**src/rtl/pwm3_pkg.sv**
```systemverilog
`timescale 1ns/1ps
package pwm3_pkg;

    typedef enum logic {
        ST_HALT = 1'b0,
        ST_RUN  = 1'b1
    } run_state_e;

    localparam logic [2:0] ADR_CTRL  = 3'd0;
    localparam logic [2:0] ADR_PER   = 3'd1;
    localparam logic [2:0] ADR_DUTY0 = 3'd2;
    localparam logic [2:0] ADR_MODE  = 3'd5;
    localparam logic [2:0] ADR_PINEN = 3'd6;
    localparam logic [2:0] ADR_CLR   = 3'd7;

    localparam int MODE_POL_P = 0;
    localparam int MODE_POL_N = 1;
    localparam int MODE_TOG   = 2;

endpackage

```
**src/rtl/pwm3_regs.sv**
```systemverilog
`timescale 1ns/1ps
module pwm3_regs
    import pwm3_pkg::*;
#(
    parameter int CNT_W  = 16,
    parameter int NUM_PH = 3
) (
    input  logic                         clk,
    input  logic                         rst_n,
    input  logic                         wr_en,
    input  logic [2:0]                   wr_addr,
    input  logic [CNT_W-1:0]             wr_data,
    input  logic                         locked,
    output logic [CNT_W-1:0]             per_q,
    output logic [NUM_PH-1:0][CNT_W-1:0] duty_q,
    output logic [NUM_PH-1:0][CNT_W-1:0] duty_nxt,
    output logic                         pol_p,
    output logic                         pol_n,
    output logic                         tog_en,
    output logic [NUM_PH-1:0]            en_p,
    output logic [NUM_PH-1:0]            en_n,
    output logic                         start_wr,
    output logic                         start_val,
    output logic                         clr_wr
);

    localparam int PIN_N = 2 * NUM_PH;

    logic             cfg_wr;
    logic [CNT_W-1:0] per_nxt;
    logic [2:0]       mode_q;
    logic [2:0]       mode_nxt;
    logic [PIN_N-1:0] pinen_q;
    logic [PIN_N-1:0] pinen_nxt;

    // Configuration writes are only taken while halted.
    assign cfg_wr    = wr_en && !locked;
    assign start_wr  = wr_en && (wr_addr == ADR_CTRL);
    assign start_val = wr_data[0];
    assign clr_wr    = cfg_wr && (wr_addr == ADR_CLR);

    always_comb begin
        per_nxt   = per_q;
        mode_nxt  = mode_q;
        pinen_nxt = pinen_q;
        if (cfg_wr && (wr_addr == ADR_PER))   per_nxt   = wr_data;
        if (cfg_wr && (wr_addr == ADR_MODE))  mode_nxt  = wr_data[2:0];
        if (cfg_wr && (wr_addr == ADR_PINEN)) pinen_nxt = wr_data[PIN_N-1:0];
    end

    for (genvar k = 0; k < NUM_PH; k++) begin : g_duty
        localparam logic [2:0] MY_ADR = ADR_DUTY0 + 3'(k);
        assign duty_nxt[k] = (cfg_wr && (wr_addr == MY_ADR)) ? wr_data : duty_q[k];

        always_ff @(posedge clk or negedge rst_n) begin
            if (!rst_n) duty_q[k] <= '0;
            else        duty_q[k] <= duty_nxt[k];
        end
    end

    always_ff @(posedge clk or negedge rst_n) begin
        if (!rst_n) begin
            per_q   <= '0;
            mode_q  <= 3'b011;
            pinen_q <= '0;
        end else begin
            per_q   <= per_nxt;
            mode_q  <= mode_nxt;
            pinen_q <= pinen_nxt;
        end
    end

    assign pol_p  = mode_q[MODE_POL_P];
    assign pol_n  = mode_q[MODE_POL_N];
    assign tog_en = mode_q[MODE_TOG];
    assign en_p   = pinen_q[NUM_PH-1:0];
    assign en_n   = pinen_q[PIN_N-1:NUM_PH];

endmodule

```
**src/rtl/pwm3_cnt.sv**
```systemverilog
`timescale 1ns/1ps
module pwm3_cnt
    import pwm3_pkg::*;
#(
    parameter int CNT_W = 16
) (
    input  logic             clk,
    input  logic             rst_n,
    input  logic             start_wr,
    input  logic             start_val,
    input  logic             clr_wr,
    input  logic [CNT_W-1:0] per_q,
    output logic [CNT_W-1:0] cnt_q,
    output logic [CNT_W-1:0] cnt_nxt,
    output logic             running,
    output logic             tog_q
);

    run_state_e state_q;
    run_state_e state_nxt;
    logic       wrap;

    // Next-state logic.
    always_comb begin
        state_nxt = state_q;
        unique case (state_q)
            ST_HALT: if (start_wr && start_val)  state_nxt = ST_RUN;
            ST_RUN:  if (start_wr && !start_val) state_nxt = ST_HALT;
            default: state_nxt = ST_HALT;
        endcase
    end

    // State register.
    always_ff @(posedge clk or negedge rst_n) begin
        if (!rst_n) state_q <= ST_HALT;
        else        state_q <= state_nxt;
    end

    assign wrap = (state_q == ST_RUN) && (cnt_q == per_q);

    // Counter next value per state.
    always_comb begin
        cnt_nxt = cnt_q;
        unique case (state_q)
            ST_RUN:  cnt_nxt = wrap ? '0 : cnt_q + 1'b1;
            ST_HALT: cnt_nxt = clr_wr ? '0 : cnt_q;
            default: cnt_nxt = cnt_q;
        endcase
    end

    // Counter and toggle registers.
    always_ff @(posedge clk or negedge rst_n) begin
        if (!rst_n) begin
            cnt_q <= '0;
            tog_q <= 1'b0;
        end else begin
            cnt_q <= cnt_nxt;
            tog_q <= tog_q ^ wrap;
        end
    end

    assign running = (state_q == ST_RUN);

endmodule

```
**src/rtl/pwm3_phase.sv**
```systemverilog
`timescale 1ns/1ps
module pwm3_phase #(
    parameter int CNT_W = 16
) (
    input  logic             clk,
    input  logic             rst_n,
    input  logic [CNT_W-1:0] cnt_nxt,
    input  logic [CNT_W-1:0] duty_nxt,
    input  logic             pol_p,
    input  logic             pol_n,
    input  logic             en_p,
    input  logic             en_n,
    output logic             raw_q,
    output logic             pin_p,
    output logic             pin_n
);

    // The compare is taken on next values, so raw_q tracks cnt_q < duty_q
    // and changes on the same edge as the counter.
    always_ff @(posedge clk or negedge rst_n) begin
        if (!rst_n) raw_q <= 1'b0;
        else        raw_q <= (cnt_nxt < duty_nxt);
    end

    always_comb begin
        pin_p = ~pol_p;
        pin_n = ~pol_n;
        if (en_p) pin_p = raw_q  ? pol_p : ~pol_p;
        if (en_n) pin_n = !raw_q ? pol_n : ~pol_n;
    end

endmodule

```
**src/rtl/pwm3_gen.sv**
```systemverilog
`timescale 1ns/1ps
module pwm3_gen
    import pwm3_pkg::*;
#(
    parameter int CNT_W  = 16,
    parameter int NUM_PH = 3
) (
    input  logic              clk,
    input  logic              rst_n,
    input  logic              wr_en,
    input  logic [2:0]        wr_addr,
    input  logic [CNT_W-1:0]  wr_data,
    output logic [NUM_PH-1:0] pwm_p,
    output logic [NUM_PH-1:0] pwm_n,
    output logic              cyc_tog,
    output logic [CNT_W-1:0]  cnt_val,
    output logic              running
);

    logic [CNT_W-1:0]             per_q;
    logic [NUM_PH-1:0][CNT_W-1:0] duty_q;
    logic [NUM_PH-1:0][CNT_W-1:0] duty_nxt;
    logic                         pol_p;
    logic                         pol_n;
    logic                         tog_en;
    logic [NUM_PH-1:0]            en_p;
    logic [NUM_PH-1:0]            en_n;
    logic                         start_wr;
    logic                         start_val;
    logic                         clr_wr;
    logic [CNT_W-1:0]             cnt_q;
    logic [CNT_W-1:0]             cnt_nxt;
    logic                         tog_q;
    logic [NUM_PH-1:0]            raw_q;

    pwm3_regs #(.CNT_W(CNT_W), .NUM_PH(NUM_PH)) regs_i (
        .clk       (clk),
        .rst_n     (rst_n),
        .wr_en     (wr_en),
        .wr_addr   (wr_addr),
        .wr_data   (wr_data),
        .locked    (running),
        .per_q     (per_q),
        .duty_q    (duty_q),
        .duty_nxt  (duty_nxt),
        .pol_p     (pol_p),
        .pol_n     (pol_n),
        .tog_en    (tog_en),
        .en_p      (en_p),
        .en_n      (en_n),
        .start_wr  (start_wr),
        .start_val (start_val),
        .clr_wr    (clr_wr)
    );

    pwm3_cnt #(.CNT_W(CNT_W)) cnt_i (
        .clk       (clk),
        .rst_n     (rst_n),
        .start_wr  (start_wr),
        .start_val (start_val),
        .clr_wr    (clr_wr),
        .per_q     (per_q),
        .cnt_q     (cnt_q),
        .cnt_nxt   (cnt_nxt),
        .running   (running),
        .tog_q     (tog_q)
    );

    for (genvar k = 0; k < NUM_PH; k++) begin : g_phase
        pwm3_phase #(.CNT_W(CNT_W)) phase_i (
            .clk      (clk),
            .rst_n    (rst_n),
            .cnt_nxt  (cnt_nxt),
            .duty_nxt (duty_nxt[k]),
            .pol_p    (pol_p),
            .pol_n    (pol_n),
            .en_p     (en_p[k]),
            .en_n     (en_n[k]),
            .raw_q    (raw_q[k]),
            .pin_p    (pwm_p[k]),
            .pin_n    (pwm_n[k])
        );
    end

    assign cyc_tog = tog_en & tog_q;
    assign cnt_val = cnt_q;

endmodule

```
**config.mk**
```make
export PLATFORM = sky130hd
export DESIGN_NAME = pwm3_gen
export DESIGN_NICKNAME = d
export VERILOG_FILES = /design/src/rtl/pwm3_pkg.sv /design/src/rtl/pwm3_regs.sv /design/src/rtl/pwm3_cnt.sv /design/src/rtl/pwm3_phase.sv /design/src/rtl/pwm3_gen.sv
export SDC_FILE = /design/constraint.sdc
export NUM_CORES = 1
export LEC_CHECK = 0
export ABC_AREA = 0
export ABC_CLOCK_PERIOD_IN_PS = 5600
export BUFFER_PORTS_ARGS = -buffer_cell sky130_fd_sc_hd__buf_4
export CAP_MARGIN = 20
export CORE_ASPECT_RATIO = 0.5
export CORE_MARGIN = 5
export CORE_UTILIZATION = 50
export CTS_BUF_LIST = sky130_fd_sc_hd__clkbuf_8
export DETAILED_ROUTE_END_ITERATION = 7
export PLACE_DENSITY = 0.69
export SLEW_MARGIN = 20
export SYNTH_ARGS = -nofsm -noshare
export SYNTH_HDL_FRONTEND = slang
export SYNTH_SLANG_ARGS = --single-unit
```
**constraint.sdc**
```tcl
create_clock -name clk -period 5.6 [get_ports clk]
set_clock_uncertainty 0.2 [all_clocks]
set_input_delay 1.12 -clock clk [delete_from_list [all_inputs] [get_ports clk]]
set_output_delay 1.12 -clock clk [all_outputs]
set_load 0.02 [all_outputs]
```
==> results.md, run 1 <==
- The synthesized netlist devotes 10.83% of its cell area to adder and majority cells.
- The number of warnings printed during yosys synthesis is 0.
- The cell leakage power is 3.116 nW.
- The fraction of the mapped netlist area in simple logic gates is 8.905%.
- The first global-routing pass estimated 19330 µm of wire.
- The met3 routing resource usage after global routing is 4.945%.
- The DRC marker count from the first detailed-route iteration is 174.
- The number of antenna violations at the first check in global routing is 0.
- The met1 track demand over resource in global routing is 27.80%.
- The final instance area is 0.005864 mm².
- The fraction of the yosys area taken by sequential cells is 45.29%.
- The synthesized area per cell is 11.11 µm².
- The placed instances occupy a cell area of 0.005649 mm².
- The routability congestion estimate from global placement is 0.8793.
- The maximum level of the CTS H-tree is 3.
- The chip height is 82.10 µm.
- The worst path required time is 5650 ps.
- The maximum achievable frequency is 247.5 MHz.
- In the routed layout, each cell is associated on average with a via count of 5.462.
- For this design, the CTS-stage hold fixing added 0 buffers.
- After global routing the overflow that remains totals 0.
- The most used routing layer in global routing is met2.
- The worst setup path is of the register to register kind.
- The repair_antennas step left the layout with diodes totalling 0.
- The x dimension of the die is 154.2 µm.
- The number of buffers created by CTS is 9.
- The total I/O pin count is 46.
- The synthesized netlist devotes 4.717% of its cell area to XOR and XNOR gates.
- The later pin in the worst-skew pair is clocked with a latency of 380 ps.
- The layout net count is 578.
- After detailed routing, the average wire length per cell comes to 18.12 µm.
- The count of mapped cells out of synthesis is 468.
- The share of the synthesized area in compound gates (AO/OA/AOI/OAI) is 9.892%.
- The register-to-register setup slack is 1560 ps.
- For this run, the leading register cell type out of synthesis is sky130_fd_sc_hd__dfrtp_1.
- The floorplan step defined a die boundary enclosing 0.01266 mm².
- The share of the cycle needed by the critical path after routing is 72.16%.
- After floorplanning, the core was divided into 26 placement rows.
- The total count of hold-check failures in the final report is 0.
- The number of design rule violations left after detail routing is 0.
- The run finished with clean final reports.
- After synthesis, the largest area contributor takes up 44.28% of total cell area.
- The largest net degree at the start of global routing is 66.
- For this block, the routed nets add up to 11890 µm of wire.
- The number of synthesized register bits is 94.
- Before antenna repair, the detailed router went through 4 iterations.
- The min-delay analysis places its worst path in the category register to register.
- The share of async-settable or async-resettable flops after synthesis is 100.0%.
- Sorting the synthesized cells by area gives the leading types as sky130_fd_sc_hd__dfrtp_1 (44%), sky130_fd_sc_hd__ha_1 (11%), sky130_fd_sc_hd__mux2i_1 (8.5%), sky130_fd_sc_hd__mux2_2 (6.1%), sky130_fd_sc_hd__xnor2_1 (3.7%).
- The combinational family with the most area after synthesis is multiplexers.
- The area growth from synthesis to layout is 12.80%.
- In the final layout, the multi-input gates occupy 0.002567 mm².
- The area of the core is 0.01018 mm².
- The wire-length estimate of the detail-placed layout is 8902 µm.
- The nature of the critical path endpoint is a register.
- In the post-synthesis netlist, the cell with the most instances is sky130_fd_sc_hd__dfrtp_1.
- The starting density of the core is 51.06%.
- The clock period minus final worst setup slack is 4041 ps.
- After clock tree synthesis, the clock-pin slew on the worst setup and hold paths is 100 ps.
- Of the cells placed in the final design, the portion with a size suffix greater than 1 is 19.77%.
- Gates resized during post-CTS repair numbered 0.
- The netlist area before placement is 0.005199 mm².
- Once detail routing completed, the nets flagged for antenna violations numbered 0.
- TritonCTS built the clock tree.
- Post-CTS timing repair inserted 0 buffers for setup.
- The TritonCTS sink count is 94.
- The relative slew slack is 31.71%.
- After filler insertion, the fill cell instance count of the layout stands at 874.
- The largest total area in the synthesized netlist belongs to sky130_fd_sc_hd__dfrtp_1.
- In the synthesized netlist, the cells that appear most often are sky130_fd_sc_hd__dfrtp_1 (92), sky130_fd_sc_hd__inv_1 (47), sky130_fd_sc_hd__ha_1 (45).
- The measured slew at the worst slew-check pin is 1024 ps.
- Setup repair after global routing left no endpoint under its margin.
- The number of max-slew violations in the final report is 0.
- The critical path data arrival time is 4090 ps.
- The total negative slack is 0 ps.
- The total vias in the final route is 3583.
- Across the run, the number of max-cap violations was 0.
- Yosys mapped a number of flops with a built-in enable equal to 0.
- The power density normalized to cell area is 402.0 mW/mm².
- The portion of synthesized area spent on multiplexers is 14.83%.
- The maximum vdd ir drop is 0.0001282 V.
- For this run, the share of the core covered by cells in the final layout is 57.59%.
- The synthesized net count is 535.
- Global routing consumed, over all layers together, 20.27% of the routing resources.
- The tree is rooted in a sky130_fd_sc_hd__clkbuf_8.
- Across the whole layout, storage elements account for 0.002355 mm².
- The number of global-route vias before repair is 3682.
- In this run the worst path has a maximum fanout of 18.
- Port buffering added 45 buffers.
- The unique cell type count in the Yosys netlist is 46.
- The maximum buffer depth of the clock tree is 2.
- STA classifies the critical path startpoint as a register.
- The number of failing setup endpoints in the final timing report is 0.
- The met2 track demand over resource in global routing is 32.13%.
-- stage by stage --
step	total power, mW	setup slack [ps]	hold WS, ps	instances
after CTS	2.377	1604	278.1	656
after global routing	2.534	1185	291.9	656
after floorplan	1.622	1975	233.6	468
after detailed placement	1.879	1441	266.0	640
after global placement	1.857	1445	251.2	640
final	2.357	1559	274.8	656
-- report_power, final --
part | internal (mW) | leakage, nW | switching [mW] | total (mW)
clock network | 0.249 | 0.103 | 0.244 | 0.493
logic | 0.390 | 1.86 | 0.469 | 0.859
registers | 0.883 | 1.16 | 0.122 | 1.01
-- sequential cells by signal, summed over array words and instances, names as in the netlist, named ones only --
name,count
cnt_i.cnt_q,16
regs_i.per_q,16
regs_i.mode_q,3
g_phase.phase_i.raw_q,3
cnt_i.tog_q,1
regs_i.pinen_q,6
regs_i.duty_q,48
-- cell type report --
class | instances | area share, %
Clock buffer | 9 | 2.112
Sequential cell | 94 | 40.15
Inverter | 47 | 3.008
Timing Repair Buffer | 50 | 6.401
Multi-Input combinational cell | 309 | 43.78
Clock inverter | 7 | 1.558
Tap cell | 140 | 2.987
-- cells by family after synthesis --
family	after synthesis
DFF	94
and+or+nand+nor	84
adders and majority gates	45
xor gates and xnor gates	28
AOI/OAI and AO/OA	79
buffers and inverters	65
muxes	73
-- path summary, 6_finish.rpt --
path                                     startpoint                            endpoint  cells after the start
setup / recovery           cnt_i.cnt_q[5]$_DFF_PN0_  g_phase[1].phase_i.raw_q$_DFF_PN0_                     12
min in group asynchronous                     rst_n         regs_i.duty_q[10]$_DFF_PN0_                      1
hold / removal                cnt_i.tog_q$_DFF_PN0_               cnt_i.tog_q$_DFF_PN0_                      1
max in group asynchronous                     rst_n  g_phase[0].phase_i.raw_q$_DFF_PN0_                      2
setup reg to reg           cnt_i.cnt_q[5]$_DFF_PN0_  g_phase[1].phase_i.raw_q$_DFF_PN0_                     12
hold reg to reg               cnt_i.tog_q$_DFF_PN0_               cnt_i.tog_q$_DFF_PN0_                      1
-- layout by cell type, fill, tap and decap left out, types with 3 or more instances in the layout --
master,synthesis,final
sky130_fd_sc_hd__inv_1,47,48
sky130_fd_sc_hd__mux2i_1,44,44
sky130_fd_sc_hd__clkbuf_8,0,9
sky130_fd_sc_hd__and3_1,4,4
sky130_fd_sc_hd__o21ai_0,27,27
sky130_fd_sc_hd__nand2b_1,6,6
sky130_fd_sc_hd__a21o_1,16,16
sky130_fd_sc_hd__clkinvlp_4,0,3
sky130_fd_sc_hd__nor3_1,3,3
sky130_fd_sc_hd__a211oi_1,4,4
sky130_fd_sc_hd__xor2_1,6,6
sky130_fd_sc_hd__o31ai_1,4,4
sky130_fd_sc_hd__nor2b_1,7,7
sky130_fd_sc_hd__nand2_1,20,20
sky130_fd_sc_hd__nand4_1,14,14
sky130_fd_sc_hd__nor2_1,12,12
sky130_fd_sc_hd__xnor2_1,22,22
sky130_fd_sc_hd__nand3_1,8,8
sky130_fd_sc_hd__ha_1,45,45
sky130_fd_sc_hd__a21oi_1,14,14
sky130_fd_sc_hd__dfrtp_1,92,92
sky130_fd_sc_hd__buf_4,7,50
sky130_fd_sc_hd__mux2_2,28,28
-- layer usage --
layer / wire, µm / vias to the layer above
met2: 5341 / 63
met4: 189 / 0
met5: 0 / -
met1: 5779 / 1787
li1: - / 1717
met3: 574 / 16
-- worst max-delay path, cell delays in order (launching register included) --
cell	delay, ps
sky130_fd_sc_hd__dfrtp_1	470
sky130_fd_sc_hd__xnor2_1	310
sky130_fd_sc_hd__nand4_1	240
sky130_fd_sc_hd__o41ai_4	810
sky130_fd_sc_hd__nor2_1	100
sky130_fd_sc_hd__o21ai_0	160
sky130_fd_sc_hd__o21ai_0	240
sky130_fd_sc_hd__ha_1	390
sky130_fd_sc_hd__nand4_1	120
sky130_fd_sc_hd__nor3_1	380
sky130_fd_sc_hd__o31ai_1	160
sky130_fd_sc_hd__a311oi_1	230
sky130_fd_sc_hd__a211oi_1	100
(Power assumes the default switching activity.)
==> run 2: changes to the inputs <==
- ABC_AREA: 0 -> 1
- ABC_CLOCK_PERIOD_IN_PS: 5600 -> 3650
- PLACE_DENSITY: 0.69 -> 0.71
- clock period: 5.6 -> 3.65 ns (I/O delays scaled with it)
==> run 2 against run 1 <==
  * Via count rose by 21%
  * Global-route usage fell by 1.1 points
  * Clock power rose by 56%
  * Critical path type unchanged
  * Largest power group unchanged
==> results.md, run 2 <==
- The flow ran to the end, and the final reports show no timing, DRC or antenna violations.
- The synthesized net count is 752.
- Headroom to the max-slew limit came out at 47.88%.
- The netlist area before placement is 0.005393 mm².
- The root buffer cell chosen for the clock tree is sky130_fd_sc_hd__clkbuf_8.
- The chip height is 83.44 µm.
- The class of the tightest hold or removal check is input port to asynchronous set/reset pin.
- The register bank with the most flops is regs_i.duty_q.
- Leaving out fill and tap cells, the most frequent cell in the layout is sky130_fd_sc_hd__nand2_1.
- The first-pass iteration count of the detailed router is 4.
- The share of the cycle needed by the critical path after routing is 91.67%.
- CTS built an H-tree with a depth of 3.
- The number of failing setup endpoints in the final timing report is 0.
- The number of design rule violations left after detail routing is 0.
- Timing analysis after detailed placement gives a worst setup slack of 369.6 ps.
- The number of global-route vias before repair is 4143.
- The most used flip-flop cell after synthesis is sky130_fd_sc_hd__dfrtp_1.
- The routability congestion estimate from global placement is 0.8878.
- From synthesis to final layout, the design area changed by 13.04%.
- After synthesis, the largest area contributor takes up 42.69% of total cell area.
- Power comes to 3.402 mW.
- At the pin with the least slew margin, the transition time is 773.6 ps.
- After synthesis, the cell types taking the most area are sky130_fd_sc_hd__dfrtp_1 (43%), sky130_fd_sc_hd__nand2_1 (11%), sky130_fd_sc_hd__ha_1 (10%), sky130_fd_sc_hd__inv_1 (10%), sky130_fd_sc_hd__o21ai_0 (5.8%).
- The count of buffers added by post-CTS timing repair for setup is 0.
- The number of placement rows is 26.
- The TritonCTS sink count is 94.
- 0 antenna diodes ended up in the layout.
- The fraction of layout instances using a drive strength above 1 is 11.99%.
- The most frequent cell after synthesis is sky130_fd_sc_hd__nand2_1.
- In this run the count of I/O pins placed on the die edge is 46.
- The detailed router finished its first iteration with 242 violations.
- The maximum achievable frequency is 298.9 MHz.
- The per-cell via count in the routed design is 4.979.
- TritonCTS built the clock tree.
- The maximum vdd ir drop is 0.0002439 V.
- The critical path in this run is classified as register to register.
- The aggregate global routing overflow is 0.
- Yosys printed 0 warnings.
- The die covers 0.01309 mm².
- The total wire length after detailed routing is 11990 µm.
- The filler cell count is 966.
- The power density normalized to cell area is 558.1 mW/mm².
- The tool flagged a number of max-cap violations equal to 0.
- In the global route stage, overall resource usage came out at 19.14%.
- Entering global routing, the biggest net connects 60 pins.
- The share of async-settable or async-resettable flops after synthesis is 100.0%.
- For this configuration, the core starts out at a cell density of 51.97%.
- In the final layout, the registers with the most flip-flops are regs_i.duty_q x48, cnt_i.cnt_q x16, regs_i.per_q x16.
- The register with the most flip-flops in the layout has 48 of them.
- The x dimension of the die is 156.9 µm.
- STA puts the critical path data required time at 3740 ps.
- Setup repair after global routing left no endpoint under its margin.
- The count of port buffers added during placement is 45.
- The total count of hold-check failures in the final report is 0.
- The number of max-slew violations in the final report came to 0.
- After detailed routing, the average wire length per cell comes to 13.72 µm.
- The number of nets with antenna violations after routing is 0.
- The wire length of the first global-routing pass is 20240 µm.
- The least setup slack across all paths after layout is 304.1 ps.
- After synthesis, the mean cell area works out to 7.873 µm².
- The highest net fanout along the worst path is 7.
- The biggest area contributor in the post-synthesis netlist is sky130_fd_sc_hd__dfrtp_1.
- The number of synthesized register bits is 94.
- In the layout the commonest cells are sky130_fd_sc_hd__nand2_1 (155), sky130_fd_sc_hd__inv_1 (144), sky130_fd_sc_hd__dfrtp_1 (92).
- The number of antenna violations at the first check in global routing came to 0.
- STA classifies the critical path endpoint as a register.
- The area of the core is 0.01038 mm².
- Counting instances in the post-synthesis netlist gives the leading cell types as sky130_fd_sc_hd__nand2_1 (155), sky130_fd_sc_hd__inv_1 (144), sky130_fd_sc_hd__dfrtp_1 (92).
- The half-perimeter wire length after placement is 9096 µm.
- The critical path data arrival time is 3440 ps.
- Synthesis handed over a netlist of 685 instances.
- The detailed router placed 4352 vias in this run.
- In this run the deepest clock path goes through 2 buffers.
- At the later pin of the worst-skew pair, clock insertion delay measures 370 ps.
- The share of the Yosys chip area taken by registers is 43.67%.
- The total negative slack is 0 ps.
- The worst hold slack after final layout is 207.7 ps.
- Yosys mapped the design onto 35 distinct sky130hd cell types.
- The kind of start point of the critical path is a register.
- Summed over all cells, the static leakage comes to 3.340 nW.
- The number of buffers created by CTS is 9.
- The smallest clock period supported by the final layout is computed as 3346 ps.
- The synthesized design contains 0 enable-type register cells.
- The final layout contains 796 nets.
- Clock-pin slew was measured on the worst setup and hold paths at 100 ps.
[run 2: cell types whose count changed after synthesis, sizes merged, moves of 9 or more]
cell	before	now
nand4	14	4
inv	47	148
nand2	20	157
a21o	16	0
a21oi	14	39
nand3	8	22
buf	16	7
xnor2	22	6
mux2i	44	0
o21ai	28	64
nor2	12	46
mux2	29	3
clkbuf	2	13
[run 2: final timing paths]
path | start | to | slack [ps] | depth (start not counted)
setup reg to reg | cnt_i.cnt_q[0]$_DFF_PN0_ | g_phase[0].phase_i.raw_q$_DFF_PN0_ | 300 | 16
hold reg to reg | cnt_i.tog_q$_DFF_PN0_ | cnt_i.tog_q$_DFF_PN0_ | 290 | 1
hold / removal | rst_n | regs_i.duty_q[44]$_DFF_PN0_ | 210 | 1
setup / recovery | cnt_i.cnt_q[0]$_DFF_PN0_ | g_phase[0].phase_i.raw_q$_DFF_PN0_ | 300 | 16
min in group clk | cnt_i.tog_q$_DFF_PN0_ | cnt_i.tog_q$_DFF_PN0_ | 290 | 1
max in group asynchronous | rst_n | g_phase[0].phase_i.raw_q$_DFF_PN0_ | 2290 | 2
[run 2: per-stage QoR]
stage	std cells	util (%)	area (µm²)
floorplan	685	-	5393
detailed placement	858	56.53	5867
global placement	858	56.53	5867
global route	874	58.74	6096
finish	874	58.74	6096
CTS	874	58.68	6090
[run 2: timing repair]
item	CTS	global route
hold buffers	0	0
resized for setup	0	1
setup endpoints to repair	0	3
[run 2: worst max-delay path, stage by stage (launching register included)]
cell	delay, ps
sky130_fd_sc_hd__dfrtp_1	470
sky130_fd_sc_hd__nand3_1	140
sky130_fd_sc_hd__nor2_1	140
sky130_fd_sc_hd__nand2_1	110
sky130_fd_sc_hd__nor3_2	190
sky130_fd_sc_hd__nand4_1	230
sky130_fd_sc_hd__nor3_2	280
sky130_fd_sc_hd__nand3_1	150
sky130_fd_sc_hd__nor2_1	150
sky130_fd_sc_hd__nor2_1	50
sky130_fd_sc_hd__o32ai_1	320
sky130_fd_sc_hd__ha_1	370
sky130_fd_sc_hd__nand2_1	60
sky130_fd_sc_hd__inv_1	40
sky130_fd_sc_hd__nand3_1	90
sky130_fd_sc_hd__o211ai_1	120
sky130_fd_sc_hd__a21oi_1	130
[run 2: cell type report]
type                       count  area, µm²  area share, %
tap                          140      175.2          2.874
timing repair buffer          53      397.9          6.527
sequential                    94       2355          38.63
multi-input combinational    423       2390          39.20
clock buffer                  10      137.6          2.258
clock inverter                 6      85.08          1.396
inverter                     148      555.5          9.113
[run 2: power by group]
| part | leakage, nW | switching [mW] | internal, mW |
|---|---|---|---|
| Sequential | 1.07 | 0.152 | 1.26 |
| Clock | 0.108 | 0.365 | 0.402 |
| Combinational | 2.16 | 0.745 | 0.474 |
[run 2: logic make-up (layout without fill, tap and decap cells)]
| kind of cell | after synthesis | count (layout) | share of synthesized area [%] |
|---|---|---|---|
| AND/OR/NAND/NOR | 237 | 237 | 18.14 |
| multiplexers | 3 | 3 | 0.6264 |
| buffers and inverters | 168 | 217 | 12.13 |
| XOR/XNOR | 12 | 12 | 1.949 |
| flip-flops | 94 | 94 | 43.67 |
| AO/OA/AOI/OAI | 126 | 126 | 13.04 |
| adder cells (fa/ha/maj) | 45 | 45 | 10.44 |
[run 2: routing by layer]
metal	GRT usage (%)	wire length (µm)	share of wire, %
met1	27.26	5942	50
met3	4.413	583	4.9
met2	30.02	5360	45
met5	0	0	0
met4	3.780	106	0.88
